--- config.mk ---
export PLATFORM = sky130hd
export DESIGN_NAME = twi_wel_slave
export DESIGN_NICKNAME = d
export VERILOG_FILES = /design/src/rtl/twi_pkg.sv /design/src/rtl/twi_line_mon.sv /design/src/rtl/twi_wr_policy.sv /design/src/rtl/twi_wel_slave.sv
export SDC_FILE = /design/constraint.sdc
export NUM_CORES = 1
export LEC_CHECK = 0
export BUFFER_PORTS_ARGS = -buffer_cell sky130_fd_sc_hd__buf_2
export CAP_MARGIN = 20
export CORE_ASPECT_RATIO = 1.1
export CORE_MARGIN = 4
export CORE_UTILIZATION = 51
export DETAILED_ROUTE_END_ITERATION = 10
export PLACE_DENSITY = 0.76
export SLEW_MARGIN = 25
export SYNTH_ARGS = -nofsm -noshare
export SYNTH_HDL_FRONTEND = slang
export SYNTH_SLANG_ARGS = --single-unit
--- constraint.sdc ---
create_clock -name clk -period 2.1 [get_ports clk]
set_input_delay 0.21 -clock clk [delete_from_list [all_inputs] [get_ports clk]]
set_output_delay 0.21 -clock clk [all_outputs]
set_load 0.01 [all_outputs]
--- src/rtl/twi_pkg.sv ---
package twi_pkg;

    localparam int BYTE_W   = 8;
    localparam int CNT_W    = 4;
    localparam int ACK_SLOT = 8;   // count value after eighth data rise
    localparam int END_SLOT = 9;   // count value after the ninth rise

    localparam logic [3:0]        DEV_TYPE    = 4'b1010;
    localparam logic [BYTE_W-1:0] EXEMPT_ADDR = 8'h86;
    localparam logic [4:0]        RSVD_HI     = 5'b10001;  // 88h..8Fh

    typedef enum logic [2:0] {
        PH_IDLE,
        PH_DEV,
        PH_PTR,
        PH_WR,
        PH_RD
    } phase_t;

    function automatic logic dev_match(input logic [BYTE_W-1:0] b,
                                       input logic [2:0]        strap);
        return (b[7:4] == DEV_TYPE) && (b[3:1] == strap);
    endfunction

    function automatic logic is_lock_addr(input logic [BYTE_W-1:0] a);
        return (a == 8'h80) || (a == 8'h85) || (a == 8'h86);
    endfunction

    function automatic logic is_rsvd(input logic [BYTE_W-1:0] a);
        return a[7:3] == RSVD_HI;
    endfunction

endpackage

--- src/rtl/twi_line_mon.sv ---
module twi_line_mon #(
    parameter int SYNC_STAGES = 2
) (
    input  logic clk,
    input  logic rst,
    input  logic scl_i,
    input  logic sda_i,
    output logic scl_lvl,
    output logic sda_lvl,
    output logic scl_rise,
    output logic scl_fall,
    output logic start_det,
    output logic stop_det
);
    localparam int LAST = SYNC_STAGES - 1;

    logic [SYNC_STAGES-1:0] scl_sync;
    logic [SYNC_STAGES-1:0] sda_sync;
    logic                   scl_q;
    logic                   sda_q;

    always_ff @(posedge clk) begin
        if (rst) begin
            scl_sync <= '1;
            sda_sync <= '1;
            scl_q    <= 1'b1;
            sda_q    <= 1'b1;
        end else begin
            scl_sync[0] <= scl_i;
            sda_sync[0] <= sda_i;
            for (int i = 1; i < SYNC_STAGES; i++) begin
                scl_sync[i] <= scl_sync[i-1];
                sda_sync[i] <= sda_sync[i-1];
            end
            scl_q <= scl_sync[LAST];
            sda_q <= sda_sync[LAST];
        end
    end

    assign scl_lvl   = scl_sync[LAST];
    assign sda_lvl   = sda_sync[LAST];
    assign scl_rise  = scl_lvl & ~scl_q;
    assign scl_fall  = ~scl_lvl & scl_q;
    assign start_det = scl_lvl & scl_q & sda_q & ~sda_lvl;
    assign stop_det  = scl_lvl & scl_q & ~sda_q & sda_lvl;

endmodule

--- src/rtl/twi_wr_policy.sv ---
module twi_wr_policy
    import twi_pkg::*;
(
    input  logic [BYTE_W-1:0] ptr,
    input  logic              wel,
    input  logic              locked,
    output logic              accept,
    output logic              lock_next
);
    logic enabled;

    always_comb begin
        enabled   = wel || (ptr == EXEMPT_ADDR);
        accept    = enabled && !locked && !is_rsvd(ptr);
        lock_next = is_lock_addr(ptr);
    end

endmodule

--- src/rtl/twi_wel_slave.sv ---
module twi_wel_slave
    import twi_pkg::*;
#(
    parameter int SYNC_STAGES = 2
) (
    input  logic              clk,
    input  logic              rst,
    input  logic              scl_i,
    input  logic              sda_i,
    output logic              sda_pull_o,
    input  logic [2:0]        strap_i,
    input  logic              wel_i,
    output logic [BYTE_W-1:0] mem_addr_o,
    output logic [BYTE_W-1:0] mem_wdata_o,
    output logic              mem_we_o,
    output logic              mem_re_o,
    input  logic [BYTE_W-1:0] mem_rdata_i
);
    logic scl_lvl, sda_lvl, scl_rise, scl_fall, start_det, stop_det;

    phase_t            phase;
    logic [CNT_W-1:0]  cnt;
    logic [BYTE_W-1:0] shreg;
    logic [BYTE_W-1:0] txbuf;
    logic [BYTE_W-1:0] ptr;
    logic              rd_mode;
    logic              locked_q;
    logic              pull_q;
    logic              wr_accept, wr_lock;
    logic              at_ack, at_end, load_rd;

    twi_line_mon #(.SYNC_STAGES(SYNC_STAGES)) u_line (
        .clk       (clk),
        .rst       (rst),
        .scl_i     (scl_i),
        .sda_i     (sda_i),
        .scl_lvl   (scl_lvl),
        .sda_lvl   (sda_lvl),
        .scl_rise  (scl_rise),
        .scl_fall  (scl_fall),
        .start_det (start_det),
        .stop_det  (stop_det)
    );

    twi_wr_policy u_pol (
        .ptr       (ptr),
        .wel       (wel_i),
        .locked    (locked_q),
        .accept    (wr_accept),
        .lock_next (wr_lock)
    );

    always_comb begin
        at_ack  = scl_fall && (cnt == CNT_W'(ACK_SLOT));
        at_end  = scl_fall && (cnt == CNT_W'(END_SLOT));
        load_rd = at_end && (((phase == PH_DEV) && rd_mode) ||
                             ((phase == PH_RD) && !shreg[0]));
    end

    assign mem_addr_o  = ptr;
    assign mem_wdata_o = shreg;
    assign mem_we_o    = at_ack && (phase == PH_WR) && wr_accept
                         && !start_det && !stop_det;
    assign mem_re_o    = load_rd && !start_det && !stop_det;
    assign sda_pull_o  = pull_q;

    always_ff @(posedge clk) begin
        if (rst) begin
            phase    <= PH_IDLE;
            cnt      <= '0;
            shreg    <= '0;
            txbuf    <= '0;
            ptr      <= '0;
            rd_mode  <= 1'b0;
            locked_q <= 1'b0;
            pull_q   <= 1'b0;
        end else if (start_det) begin
            phase    <= PH_DEV;
            cnt      <= '0;
            locked_q <= 1'b0;
            pull_q   <= 1'b0;
        end else if (stop_det) begin
            phase  <= PH_IDLE;
            cnt    <= '0;
            pull_q <= 1'b0;
        end else if (phase != PH_IDLE) begin
            if (scl_rise) begin
                shreg <= {shreg[BYTE_W-2:0], sda_lvl};
                if (cnt != CNT_W'(END_SLOT)) cnt <= cnt + 1'b1;
            end
            if (at_ack) begin
                unique case (phase)
                    PH_DEV: begin
                        if (dev_match(shreg, strap_i)) begin
                            pull_q  <= 1'b1;
                            rd_mode <= shreg[0];
                        end else begin
                            phase <= PH_IDLE;
                        end
                    end
                    PH_PTR: begin
                        ptr    <= shreg;
                        pull_q <= 1'b1;
                    end
                    PH_WR: begin
                        if (wr_accept) begin
                            pull_q   <= 1'b1;
                            ptr      <= ptr + 1'b1;
                            locked_q <= wr_lock;
                        end else begin
                            phase <= PH_IDLE;
                        end
                    end
                    default: pull_q <= 1'b0;   // read: hand bus to master
                endcase
            end else if (at_end) begin
                cnt <= '0;
                if (load_rd) begin
                    phase  <= PH_RD;
                    txbuf  <= mem_rdata_i;
                    ptr    <= ptr + 1'b1;
                    pull_q <= ~mem_rdata_i[BYTE_W-1];
                end else begin
                    pull_q <= 1'b0;
                    unique case (phase)
                        PH_DEV:  phase <= PH_PTR;
                        PH_PTR:  phase <= PH_WR;
                        PH_RD:   phase <= PH_IDLE;
                        default: phase <= phase;
                    endcase
                end
            end else if (scl_fall && (phase == PH_RD) && (cnt != '0)) begin
                txbuf  <= {txbuf[BYTE_W-2:0], 1'b0};
                pull_q <= ~txbuf[BYTE_W-2];
            end
        end
    end

    assert_start_rearm_R1: assert property (@(posedge clk) disable iff (rst)
        start_det |=> (phase == PH_DEV) && !sda_pull_o);

    assert_idle_released_R2: assert property (@(posedge clk) disable iff (rst)
        (phase == PH_IDLE) |-> !sda_pull_o);

    assert_we_gate_R6: assert property (@(posedge clk) disable iff (rst)
        mem_we_o |-> (wel_i || (mem_addr_o == EXEMPT_ADDR)));

    assert_locked_no_write_R7: assert property (@(posedge clk) disable iff (rst)
        locked_q |-> !mem_we_o);

    assert_no_rsvd_write_R8: assert property (@(posedge clk) disable iff (rst)
        mem_we_o |-> !is_rsvd(mem_addr_o));

    assert_pull_scl_low_R12: assert property (@(posedge clk) disable iff (rst)
        (sda_pull_o != $past(sda_pull_o)) |-> !$past(scl_lvl));

endmodule

== Yosys cells after proc, flatten, opt, wreduce, memory -nomap -nowiden ==
Index checks and enable logic that the tools add are counted.

* $add $sub $neg: 2
* Multiply operators: 0
* Div/mod/pow operators: 0
* Magnitude comparators: 0
* Equality and inequality tests: 23
* Shift-type cells: 0
* Mux-type cells: 29
* Bitwise gates (word level): 16
* Reductions and logical operators: 45

{| class="wikitable"
|+ Operators by type and width
! operator !! count
|-
| 2-to-1 mux 8 bit || 4
|-
| == test 8 bit (second input constant) || 3
|-
| AND reduction 6 bit || 4
|-
| 2-to-1 mux 7 bit || 3
|-
| logical AND 1 bit || 16
|-
| 2-to-1 mux 4 bit || 4
|-
| one-hot mux 8 bit (2 select lines) || 1
|-
| 2-to-1 mux 3 bit || 5
|-
| == test 4 bit (second input constant) || 3
|-
| != test 5 bit (second input constant) || 2
|-
| 2-to-1 mux 1 bit || 9
|-
| != test 3 bit (second input constant) || 3
|-
| inverter 1 bit || 9
|-
| one-hot mux 3 bit (3 select lines) || 1
|-
| nonzero test 3 bit || 3
|-
| adder 8 x 1 -> 8 bit (second input constant) || 1
|-
| AND reduction 4 bit || 2
|-
| nonzero test 4 bit || 2
|-
| bitwise AND 1 bit || 7
|-
| AND reduction 7 bit || 1
|-
| nonzero test 7 bit || 1
|-
| == test 3 x 2 -> 1 bit (second input constant) || 2
|-
| != test 3 x 1 -> 1 bit (second input constant) || 2
|-
| one-hot mux 3 bit (2 select lines) || 1
|-
| 17 further kinds || 26
|}

* Register bits: 39
* Bits in latches: 0
* Bits in writable memories: 0
* ROM bits: 0
* Output and inout port bits: 19
* Word-level logic and storage cells: 128
* Memories kept: 0

== Depth between registers and ports, before layout ==
Gate-level depths: netlist (run 1).

* Depth in word-level cells: 10
* Depth in mapped cells: 8
* Depth with buffers taken out: 8

== By module ==
Synthesis (run 1) repeated with hierarchy kept, for this count alone.

* Cell total of the unflattened synthesis: 249
* Area total of the unflattened synthesis: 2207.1 sq um

{| class="wikitable"
|+ By module, submodules not included
! module !! instances !! cells each !! area an instance (sq um)
|-
| twi_wel_slave || 1 || 225 || 1941.9
|-
| twi_line_mon || 1 || 16 || 190.2
|-
| twi_wr_policy || 1 || 8 || 75.1
|}

== Worst setup path after synthesis (run 1) ==
No wires, ideal clock.

* Kind: register to register
* Start: register phase[0]
* End: register ptr[0], in the netlist mem_addr_o[0]
* Library setup time: 75 ps
* Data arrival time: 2076 ps
* Required time: 2025 ps
* Path slack: -51 ps
* Cell stages (with the launch flop): 8
* Buffers on the path: 1
* Clock period less this slack: 2151 ps
* Path through: dfxtp_1 -> buf_6 -> or3b_1 -> a2111o_1 -> clkinv_2 -> mux2i_4 -> or4_1 -> a31oi_1

* Longest elaborated chain between the ends: 6
* Elaborated cells between the ends (all ways): 15

{| class="wikitable"
|+ RTL lines
! element !! line !! source
|-
| start, declared || twi_wel_slave.sv:21 || <nowiki>phase_t phase;</nowiki>
|-
| start signal, assigned || twi_wel_slave.sv:129 || <nowiki>default: phase <= phase;</nowiki>
|-
| == test 3 x 1 -> 1 bit or == test 3 bit (tied branches) || twi_wel_slave.sv:56, twi_wel_slave.sv:57 ||
|-
| logical AND 1 bit, on equally long branches || twi_wel_slave.sv:56, twi_wel_slave.sv:57 ||
|-
| logical OR 1 bit || twi_wel_slave.sv:56 || <nowiki>load_rd = at_end && (((phase == PH_DEV) && rd_mode) ||</nowiki>
|-
| logical AND 1 bit || twi_wel_slave.sv:56 ||
|-
| nonzero test 2 bit (no source line) || - ||
|-
| AND reduction 7 bit (no source line) || - ||
|-
| end signal, assigned || twi_wel_slave.sv:102 || <nowiki>ptr <= shreg;</nowiki>
|-
| end signal, assigned || twi_wel_slave.sv:108 || <nowiki>ptr <= ptr + 1'b1;</nowiki>
|-
| end signal, assigned || twi_wel_slave.sv:121 || <nowiki>ptr <= ptr + 1'b1;</nowiki>
|-
| end, declared || twi_wel_slave.sv:25 || <nowiki>logic [BYTE_W-1:0] ptr;</nowiki>
|}

Parallel ways exist; a longest one is shown, timed or not.
A chain may end at the register's enable or synchronous reset.

== Worst setup path in the final report (run 1) ==
* Start: register phase[2]
* End: register txbuf[2]

* Longest elaborated chain between the ends: 6
* Elaborated cells between the ends (all ways): 12

{| class="wikitable"
|+ RTL lines
! element !! line !! source
|-
| == test 3 x 1 -> 1 bit or == test 3 bit (tied branches) || twi_wel_slave.sv:56, twi_wel_slave.sv:57, twi_wel_slave.sv:132 ||
|-
| logical AND 1 bit, on equally long branches || twi_wel_slave.sv:56, twi_wel_slave.sv:57 ||
|-
| logical OR 1 bit || twi_wel_slave.sv:56 ||
|-
| logical AND 1 bit || twi_wel_slave.sv:56 ||
|-
| != test 2 x 1 -> 1 bit (no source line) || - ||
|-
| AND reduction 6 bit (no source line) (*) || - ||
|-
| end signal, assigned || twi_wel_slave.sv:120 || <nowiki>txbuf <= mem_rdata_i;</nowiki>
|-
| end signal, assigned || twi_wel_slave.sv:133 || <nowiki>txbuf <= {txbuf[BYTE_W-2:0], 1'b0};</nowiki>
|-
| end, declared || twi_wel_slave.sv:24 || <nowiki>logic [BYTE_W-1:0] txbuf;</nowiki>
|}

Every way passes the cells marked *; elsewhere a longest branch is shown, timed or not.

==> impl_results.md, run 1 <==
- Maximum VDD drop: 413 uV
- Max-cap violation count: 0
- CP arrival: 2.40 ns
- Worst-Skew Late Latency: around 0.30 ns
- Fin util: 71.4%
- Ys async rst share: 0%
- CTS root buffer: clkbuf_8
- Total grt overflow: 0
- Required @ worst endpoint: 2.32 ns
- CP max stage cell: a2111o_1
- Power per Cell Area: 439 nW/um^2
- Combinational group share of total power: 4.8%
- GP Congestion: a little over 0.9
- Core Area: 4290 um^2
- Clk buf depth: 2
- Initial antenna violation count: 0
- Share of cells above drive strength 1: 40.8%
- Most frequent cell after synthesis: dfxtp_1
- Ys Warns: 0
- Status: finished, violations left
- Fin Hold WS: just under 0.09 ns
- H-tree level count: 2
- Final Setup Violations: 9
- Setup CP Type: reg2reg
- P_leak: ~0.0012 uW
- DR WL/cell: 16.1 um
- Vias in the first global route: 2116
- Drt first pass iters: 4
- Diode count: 0
- DR DRC count: 0
- Period utilization: 104%
- Syn_area_per_cell: between 9 and 10 um^2
- DR vias/cell: 5.77
- Hold Crit Class: in2reg
- Cell count after synthesis: 250
- Syn_nets: 273
- Worst-path cell chain: or3b_4, a2111o_1, buf_4, a2111oi_4, buf_12, nor2_1, a211oi_2
- Slowest stage delay, CP: roughly 0.42 ns
- Die Width: between 70 and 80 um
- GR Util met1: about 27%
- Site Rows: 25
- P_sw: 334 uW
- Rel. slew slack: about 64%
- Worst setup margin: -0.0819 ns
- Int Pwr: 1010 uW
- Initial Util: 52.6%
- Clock slew at the register clock pins of the worst setup and hold paths: ~0.080 ns
- Sw Ratio: approximately a quarter
- Busiest grt layer: met2
- CP Capture Type: flip-flop
- I/O pin total: 35
- Post-CTS Hold Buffers: 0
- Port buffer count: 34
- Fin nets: about 350
- M2 GR Usage: 36.3%
- CTS sink cnt: 39
- Register area share after synthesis: approximately a third
- Final Skew: 0.00545 ns
- Syn Std Cell Area: about 2300 um^2
- CTS tree: done
- Inserted Clock Buffers: 5
- Post-synth top flop: dfxtp_1
- Total number of vias: 2194
- CP Max Fanout: 13
- Top-area cell type share of the netlist area: 34.7%
- DIE AREA: 5540 um^2
- Post-DRT Antenna Nets: 0
- Fin crit period: 2.18 ns
- Final Max Tran Viols: 0
- Total GRT Usage: 21.8%
- Register area: 787 um^2
- Startpoint Class: flip-flop
- Routed WL: 6.12 mm
- Largest net degree at the start of global routing: 22
- Fillers: 304
- Synth top area cells: dfxtp_1 (35%), mux2i_1 (8.4%), nor2_1 (5.3%)
- Area grow syn2layout: 35.9%
- Synth Register Bits: 39
- Highest Clock Rate: between 400 and 500 MHz
- Non-filler cells in the finished layout: 380
- Area of the multi-input gates: 1530 um^2
- Post-synth cell types: 53
- Placed insts: 364
- Synth cell count leaders: dfxtp_1 (39), nor2_1 (32), mux2i_1 (19)
- Failing checks: setup timing
- Die height: 77.7 um
- Clock power frac: 39.6%
- RSZ-0062 raised after global routing: yes
- Worst Max-Slew Pin Slew: between 0.5 and 0.6 ns
- Flop pwr share: between 50% and 60%
- First-pass GRT wire length: 9.83 mm
- EDFF count, synth: 0
- Met3 track demand over resource: under 10%
- Post-DP HPWL: 4.16 mm
- 1st-iter DRT viols: 73
- Final hold vios: 0
- Post-synth top area cell: dfxtp_1
## final timing paths
path,end,slack (ns),cells after the start,startpoint
worst max-delay path,txbuf[2],-0.08,7,phase[2]
worst max register to register,txbuf[2],-0.08,7,phase[2]
worst min-delay path,u_line.sda_sync[0],0.09,2,sda_i
worst min register to register,u_line.sda_sync[1],0.41,1,u_line.sda_sync[0]
## per-stage QoR
stage | total power [uW] | cell area (um^2) | TNS (ns) | setup WS, ns
6_report | 1340 | 3060 | -0.424 | -0.0819
5_1_grt | 1390 | 3060 | -1.46 | -0.150
4_1_cts | 1350 | 2900 | -0.341 | -0.0563
3_5_place_dp | 824 | 2750 | -0.715 | -0.170
3_3_place_gp | 822 | 2750 | -0.209 | -0.0525
2_1_floorplan | 797 | 2260 | -0.101 | -0.0513
## routing by layer
| metal | share of wire (%) | up-vias |
|---|---|---|
| met2 | 51 | 53 |
| li1 | - | 1074 |
| met4 | 2.4 | 0 |
| met3 | 3.8 | 13 |
| met5 | 0 | - |
| met1 | 43 | 1054 |
## cells by family after synthesis
group	share of synthesized area, %
AOI/OAI and AO/OA	20.2
xor gates and xnor gates	2.72
adders and majority gates	3.89
buffers and inverters	4.11
DFF	34.7
muxes	10.4
and+or+nand+nor	23.9
## state kept, by name, indices dropped and copies added (netlist names)
signal / cells
cnt: 4
locked_q: 1
mem_addr_o: 8
mem_wdata_o: 8
phase: 3
rd_mode: 1
sda_pull_o: 1
txbuf: 7
u_line.scl_q: 1
u_line.scl_sync: 2
u_line.sda_q: 1
u_line.sda_sync: 2
## power by group through the flow
stage	sequential (uW)	combinational, uW	clock [uW]
2_1_floorplan	764	33.8	0
3_3_place_gp	764	58.3	0
3_5_place_dp	765	59.7	0
4_1_cts	747	60.4	541
5_1_grt	748	70.5	573
6_report	748	64.0	532
## repair_timing
| action | in CTS | in global routing |
|---|---|---|
| hold endpoints to repair | 0 | 0 |
| gates cloned | 0 | 0 |
| setup endpoints to repair | 18 | 20 |
| buffers inserted | 3 | 5 |
| gates resized for setup | 9 | 28 |
| pin swaps | 3 | 5 |
## cells in the final DEF (no fill, tap or decap), drive strengths merged, types with 6 or more instances in the layout
| cell | count |
|---|---|
| a21oi | 11 |
| nor2b | 6 |
| o31ai | 6 |
| a211oi | 11 |
| inv | 10 |
| buf | 79 |
| dfxtp | 39 |
| nor2 | 33 |
| mux2i | 20 |
| ha | 7 |
| nand2 | 8 |
| or2 | 7 |
| o311ai | 6 |
## critical path, delay by kind of cell, from the launching register on
family          cells  cell delay (ns)
flops               1             0.35
simple gates        2             0.43
compound gates      3             0.97
buf+inv             2             0.36
## final cells by class
type / count / area share [%]
clock buffers: 5 / 2.25
flip-flops and latches: 39 / 25.7
inverters: 10 / 1.27
repair buffers: 79 / 17.9
clock inverters: 3 / 0.777
well taps: 54 / 2.21
multi-input cells: 190 / 49.8
Note: power is estimated with default switching activity, not from simulation.
==> inputs of run 2 (changes only) <==
SYNTH_HIERARCHICAL = 1   (was default)
==> impl_results.md, run 2 <==
- Final Setup Violations: 9 (unchanged)
- Register area share after synthesis: 35.4% (+0.71 points)
- Post-synth top flop: dfxtp_1
- Uppermost layer routed: met4
- Total GRT Usage: 19.5% (-2.3 points)
- Clock power frac: 40.3% (+0.7 points)
- Area of the multi-input gates: 1430 um^2 (-6.6%)
- First-pass GRT wire length: 8.78 mm (-11%)
- Site Rows: 24 (-4.0%)
- Final Max Tran Viols: 0 (unchanged)
- Post-CTS Hold Buffers: 0 (unchanged)
- Metal-1 WL: 2.44 mm (-7.1%)
- Synth top area cells: dfxtp_1 (35%), mux2i_1 (8.6%), a21oi_1 (3.9%)
- CP arrival: 2.42 ns (+0.02 ns)
- Most frequent cell after synthesis: dfxtp_1
- Power per Cell Area: 492 nW/um^2 (+12%)
- Diode count: 0 (unchanged)
- Die height: 77.0 um (-0.90%)
- Die Width: 70.7 um (-0.89%)
- P_leak: 0.00122 uW (+3.4%)
- Highest Clock Rate: 455 MHz (-0.83%)
- Hold-critical path depth: 2 (unchanged)
- Post-DP HPWL: 3.88 mm (-6.8%)
- Most frequent cells in the layout: dfxtp_1 (35), buf_2 (34), buf_4 (34)
- Fillers: 325 (+6.9%)
- FF-to-FF path depth: 8 (+1)
- Final Cell Area: 2860 um^2 (-6.7%)
- Maximum VDD drop: 323 uV (-22%)
- H-tree level count: 2 (unchanged)
- Inserted Clock Buffers: 5 (unchanged)
- GP Congestion: 0.899 (-1.5%)
- DR WL/cell: 15.5 um (-3.6%)
- Initial Util: 54.0% (+1.5 points)
- Combinational group share of total power: 6.2% (+1.4 points)
- Worst Hold Launch: scl_i
- Startpoint Class: flip-flop
- Fin nets: 331 (-4.9%)
- Required @ worst endpoint: 2.32 ns (about the same)
- RSZ-0062 raised after global routing: yes
- Placed insts: 348 (-4.4%)
- Post-synth cell types: 57 (+7.5%)
- Setup CP Type: reg2reg
- DR vias/cell: 5.87 (+1.7%)
- Clock slew at the register clock pins of the worst setup and hold paths: 0.08 ns (about the same)
- Synth cell count leaders: dfxtp_1 (39), nor2_1 (22), mux2i_1 (19)
- Status: finished, violations left
- DIE AREA: 5450 um^2 (-1.8%)
- Ys async rst share: 0% (unchanged)
- Overall Power: 1410 uW (+4.6%)
- Share of cells above drive strength 1: 36.2% (-4.6 points)
- Worst Max-Slew Pin Slew: 0.428 ns (-0.108 ns)
- Syn_area_per_cell: 8.86 um^2 (-1.6%)
- Vias in the first global route: 1936 (-8.5%)
- Post-synth top area cell: dfxtp_1
- Core Area: 4080 um^2 (-4.7%)
- Clk buf depth: 2 (unchanged)
- Drt first pass iters: 5 (+1)
- Ys Warns: 6 (+6)
- WL met3: 320 um (+39%)
- Hold Crit Class: in2reg
- Post-DRT Antenna Nets: 0 (unchanged)
- Port buffer count: 34 (unchanged)
- Area grow syn2layout: 29.4%
- CTS sink cnt: 39 (unchanged)
- EDFF count, synth: 0 (unchanged)
- CP Max Fanout: 2 (-11)
- Total number of vias: 2137 (-2.6%)
- CP Capture Type: flip-flop
- Routed WL: 5.66 mm (-7.6%)
- Failing checks: setup timing
- Int Pwr: 1080 uW (+7.5%)
- Synth Register Bits: 39 (unchanged)
- Worst-Skew Late Latency: 0.29 ns (about the same)
- Met2 WL post-DR: 2.77 mm (-11%)
- Syn Std Cell Area: 2210 um^2 (-2.0%)
- Worst setup margin: -0.100 ns (-0.0182 ns)
- Rel. slew slack: 71.4% (+7.2 points)
- 1st-iter DRT viols: 149 (+100%)
- Commonest non-fill, non-tap cell in the layout: dfxtp_1
- Placed Instance Area: 2600 um^2 (-5.6%)
- Flop2flop setup slack: -0.10 ns (-0.02 ns)
- Register area: 786 um^2 (-0.16%)
- Non-filler cells in the finished layout: 364 (-4.2%)
- CP max stage cell: nor4b_2
- Flop pwr share: 53.4% (-2.2 points)
- Final hold vios: 0 (unchanged)
- Total grt overflow: 0 (unchanged)
- Hold EP: u_line/scl_sync[0]
- Max-cap violation count: 0 (unchanged)
- Fin crit period: 2.20 ns (+0.0182 ns)
- Worst-path cell chain: nor4b_4, a41oi_2, a211oi_2, nor2b_1, nor4b_2, o21ai_2, or3_1, a31oi_1
- R2r startpoint: mem_addr_o[5]
- Syn_nets: 269 (-1.5%)
- CTS tree: done
- Sw Ratio: 22.8% (-2.1 points)
- Largest net degree at the start of global routing: 21 (-4.5%)
- CTS root buffer: clkbuf_8
- I/O pin total: 35 (unchanged)
- Worst R2R End: mem_addr_o[0]
- Cell count after synthesis: 249 (-0.40%)
- P_sw: 320 uW (-4.2%)
- Slowest stage delay, CP: 0.36 ns (-0.06 ns)
- Final Skew: 0.00791 ns (+0.00246 ns)
- Initial antenna violation count: 0 (unchanged)
- Period utilization: 105% (+0.87 points)
- Top-area cell type share of the netlist area: 35.4% (+0.71 points)
- DR DRC count: 0 (unchanged)
- Fin Hold WS: 0.0924 ns (+0.00521 ns)
[run 2: cell count changes after synthesis, sizes merged, moves of 6 or more]
cell / change
o21ai: +8
nand2: +10
nor2: -11
a21oi: +6
a211oi: -9
buf: +6
o311ai: -6
[run 2: cells by family (layout without fill, tap and decap cells)]
group,after synthesis,in the layout,synth area share [%]
simple gates,99,99,27.1
flops,39,39,35.4
buf+inv,21,83,4.42
compound gates,58,59,18.4
xor+xnor,6,6,2.38
mux,21,21,9.64
fa+ha+maj,5,5,2.72
[run 2: repair_timing]
item / 4_1_cts / 5_1_grt
gates resized for setup: 5 / 22
setup endpoints to repair: 9 / 21
pin swaps: 6 / 7
gates cloned: 0 / 1
setup buffers: 2 / 6
[run 2: layout make-up]
type | count | area share [%]
clock inverters | 1 | 0.263
repair buffers | 70 | 16.0
flip-flops and latches | 39 | 27.5
inverters | 5 | 0.657
clock buffers | 7 | 3.37
multi-input cells | 190 | 49.9
well taps | 52 | 2.28
[run 2: power groups by stage]
stage	Sequential (uW)	Clock [uW]	Combinational [uW]
2_1_floorplan	765	0	43.8
3_3_place_gp	768	0	77.5
3_5_place_dp	768	0	78.3
4_1_cts	750	577	80.2
5_1_grt	752	613	95.2
6_report	751	567	87.8
[run 2: stage by stage]
| step | setup WS (ns) | TNS, ns | utilization [%] |
|---|---|---|---|
| finish | -0.100 | -0.435 | 69.9 |
| global route | -0.274 | -2.17 | 69.9 |
| CTS | 0.00743 | 0 | 67.0 |
| detailed placement | -0.113 | -0.657 | 63.6 |
| global placement | 0.0280 | 0 | 63.6 |
| floorplan | -0.000445 | -0.000445 | - |
[run 2: critical path: cells and delay by family (launching register included)]
kind	cells	cell delay (ns)
flip-flops	1	0.34
AO/OA/AOI/OAI	4	0.64
AND/OR/NAND/NOR	4	1.14
[run 2: layer usage]
layer | global-route usage [%] | vias to the layer above
met4 | 7.14 | 0
li1 | - | 1049
met5 | 0 | -
met2 | 32.0 | 75
met1 | 25.0 | 1001
met3 | 3.92 | 12
[run 2: worst max path at each step]
stage                     cells past startpoint     startpoint  slack [ns]            end
after detailed placement                      8  mem_addr_o[5]       -0.11  mem_addr_o[0]
after global placement                        8  mem_addr_o[5]        0.03  mem_addr_o[0]
after global routing                          8  mem_addr_o[5]       -0.27  mem_addr_o[0]
after CTS                                     9  mem_addr_o[4]       0.007  mem_addr_o[5]
after floorplan                               8  mem_addr_o[5]     -0.0004  mem_addr_o[0]
final                                         8  mem_addr_o[5]       -0.10  mem_addr_o[0]
==> inputs of run 3 (changes only) <==
CTS_BUF_LIST = sky130_fd_sc_hd__clkbuf_16   (was default)
MAX_ROUTING_LAYER = met4   (was default)
==> impl_results.md, run 3 (synthesized netlist as in run 2, its figures left out) <==
- Placed insts: 348 (unchanged)
- I/O pin total: 35 (unchanged)
- Crit path buf inv count: 1 (+1)
- CTS sink cnt: 39 (unchanged)
- Routed WL: 5.55 mm (-2.0%)
- First-pass GRT wire length: 9.29 mm (+5.8%)
- GP Congestion: 0.914 (+1.7%)
- Fin crit period: 2.10 ns (-0.104 ns)
- Placed Instance Area: 2600 um^2 (unchanged)
- 1st-iter DRT viols: 215 (+44%)
- M2 GR Usage: 34.4% (+2.4 points)
- Maximum VDD drop: 415 uV (+29%)
- Max-cap violation count: 0 (unchanged)
- DR DRC count: 0 (unchanged)
- P_leak: 0.00122 uW (-0.17%)
- Initial antenna violation count: 0 (unchanged)
- Worst-path cell chain: nor4b_4, a41oi_2, a211oi_2, nor2b_1, nor4b_2, o21ai_2, buf_6, nor2_4, o221a_2
- Fillers: 317 (-2.5%)
- Setup CP Type: reg2reg
- Port buffer count: 34 (unchanged)
- Total grt overflow: 0 (unchanged)
- Die Width: 70.7 um (unchanged)
- Fin Hold WS: 0.107 ns (+0.0150 ns)
- Largest net degree at the start of global routing: 21 (unchanged)
- Combinational group share of total power: 5.4% (-0.8 points)
- Area grow syn2layout: 29.8%
- Core Area: 4080 um^2 (unchanged)
- Clock power frac: 46.2% (+5.9 points)
- DIE AREA: 5450 um^2 (unchanged)
- Busiest grt layer: met2
- Sw Ratio: 21.7% (-1.1 points)
- CP Max Fanout: 14 (+12)
- Initial Util: 54.0% (unchanged)
- Inserted Clock Buffers: 5 (unchanged)
- Startpoint Class: flip-flop
- Post-CTS Hold Buffers: 0 (unchanged)
- CP max stage cell: nor4b_2
- Clock slew at the register clock pins of the worst setup and hold paths: 0.06 ns (-0.02 ns)
- Non-filler cells in the finished layout: 361 (-0.82%)
- CTS tree: done
- Final Skew: 0.00460 ns (-0.00331 ns)
- Share of cells above drive strength 1: 34.0% (-2.2 points)
- Total number of vias: 2122 (-0.70%)
- Rel. slew slack: 71.1% (-0.35 points)
- Int Pwr: 1220 uW (+12%)
- Status: complete, no violations
- Most frequent cells in the layout: dfxtp_1 (37), buf_2 (34), buf_4 (31)
- Required @ worst endpoint: 2.32 ns (about the same)
- RSZ-0062 raised after global routing: yes
- CP Capture Type: flip-flop
- Period utilization: 99.8% (-5.0 points)
- Total GRT Usage: 21.0% (+1.6 points)
- GR Util met1: 25.7% (+0.66 points)
- Worst-Skew Late Latency: 0.28 ns (about the same)
- TNS Setup: 0 ns (+0.435 ns)
- Highest Clock Rate: 477 MHz (+5.0%)
- Power per Cell Area: 543 nW/um^2 (+10%)
- Met3 track demand over resource: 3.92% (unchanged)
- Final hold vios: 0 (unchanged)
- Clk buf depth: 2 (unchanged)
- R2r startpoint: mem_addr_o[5]
- Critical path launch point: mem_addr_o[5]
- Die height: 77.0 um (unchanged)
- Vias in the first global route: 2066 (+6.7%)
- CP arrival: 2.31 ns (-0.11 ns)
- Post-DRT Antenna Nets: 0 (unchanged)
- Diode count: 0 (unchanged)
- Post-DP HPWL: 3.88 mm (unchanged)
- Final Setup Violations: 0 (-9)
- CTS root buffer: clkbuf_16
- Final Max Tran Viols: 0 (unchanged)
- Drt first pass iters: 5 (unchanged)
- Site Rows: 24 (unchanged)
- Fin nets: 328 (-0.91%)
- H-tree level count: 2 (unchanged)
- Flop pwr share: 48.4% (-5.0 points)
- P_sw: 337 uW (+5.2%)
- Hold Crit Class: in2reg
- Commonest non-fill, non-tap cell in the layout: dfxtp_1
- Worst Max-Slew Pin Slew: 0.433 ns (+0.00529 ns)
- CP top delay family: simple AND/OR/NAND/NOR gates
- Worst Hold Launch: scl_i
- Slowest stage delay, CP: 0.35 ns (about the same)
- DR vias/cell: 5.88 (+0.12%)
- DR WL/cell: 15.4 um (-1.1%)
- Final Cell Area: 2860 um^2 (+0.31%)
-- run 3: cell types whose count changed in the layout (fill, tap and decap cells not counted), moves of 2 or more --
cell,change
clkbuf_8,-7
clkbuf_16,+5
buf_4,-3
a21oi_1,+2
a21oi_2,-2
clkinv_1,+2
dfxtp_1,+2
dfxtp_2,-2
-- run 3: power groups by stage --
stage | registers (uW) | clock network [uW] | logic, uW
final | 752 | 718 | 84.4
after global routing | 753 | 766 | 93.0
after CTS | 752 | 733 | 80.7
after detailed placement | 768 | 0 | 78.3
after global placement | 768 | 0 | 77.5
after floorplan | 765 | 0 | 43.8
-- run 3: layer usage --
| metal | share of wire, % | vias up |
|---|---|---|
| met5 | 0 | - |
| met4 | 1.1 | 0 |
| met3 | 4.9 | 8 |
| met2 | 49 | 69 |
| met1 | 45 | 998 |
| li1 | - | 1047 |
-- run 3: repair_timing --
| item | 4_1_cts | 5_1_grt |
|---|---|---|
| setup buffers | 3 | 3 |
| gates resized for setup | 11 | 13 |
| pin swaps | 8 | 7 |
| setup endpoints to repair | 9 | 22 |
-- run 3: per-stage QoR --
stage | total power [uW] | setup slack [ns] | utilization [%]
2_1_floorplan | 809 | -0.000445 | -
3_5_place_dp | 846 | -0.113 | 63.6
3_3_place_gp | 845 | 0.0280 | 63.6
6_report | 1550 | 0.00399 | 70.1
4_1_cts | 1570 | -0.0126 | 68.8
5_1_grt | 1610 | -0.125 | 70.1
-- run 3: worst paths after layout --
path / cells past startpoint / slack [ns] / endpoint
max: 9 / 0.004 / mem_addr_o[5]
min: 2 / 0.11 / u_line/scl_sync[0]
max reg2reg: 9 / 0.004 / mem_addr_o[5]
min reg2reg: 1 / 0.40 / u_line/sda_sync[1]
-- run 3: area by class of cell --
class | instances | area, um^2 | area share [%]
Clock buffer | 5 | 125 | 4.37
Clock inverter | 3 | 15.0 | 0.524
Inverter | 5 | 18.8 | 0.655
Multi-Input combinational cell | 189 | 1410 | 49.3
Sequential cell | 39 | 783 | 27.3
Tap cell | 52 | 65.1 | 2.27
Timing Repair Buffer | 68 | 445 | 15.6
-- run 3: worst register-to-register path: cells and delay by family (launching register included) --
family          cells  cell delay [ns]
simple gates        4             0.87
flops               1             0.34
compound gates      4             0.66
buf+inv             1             0.17
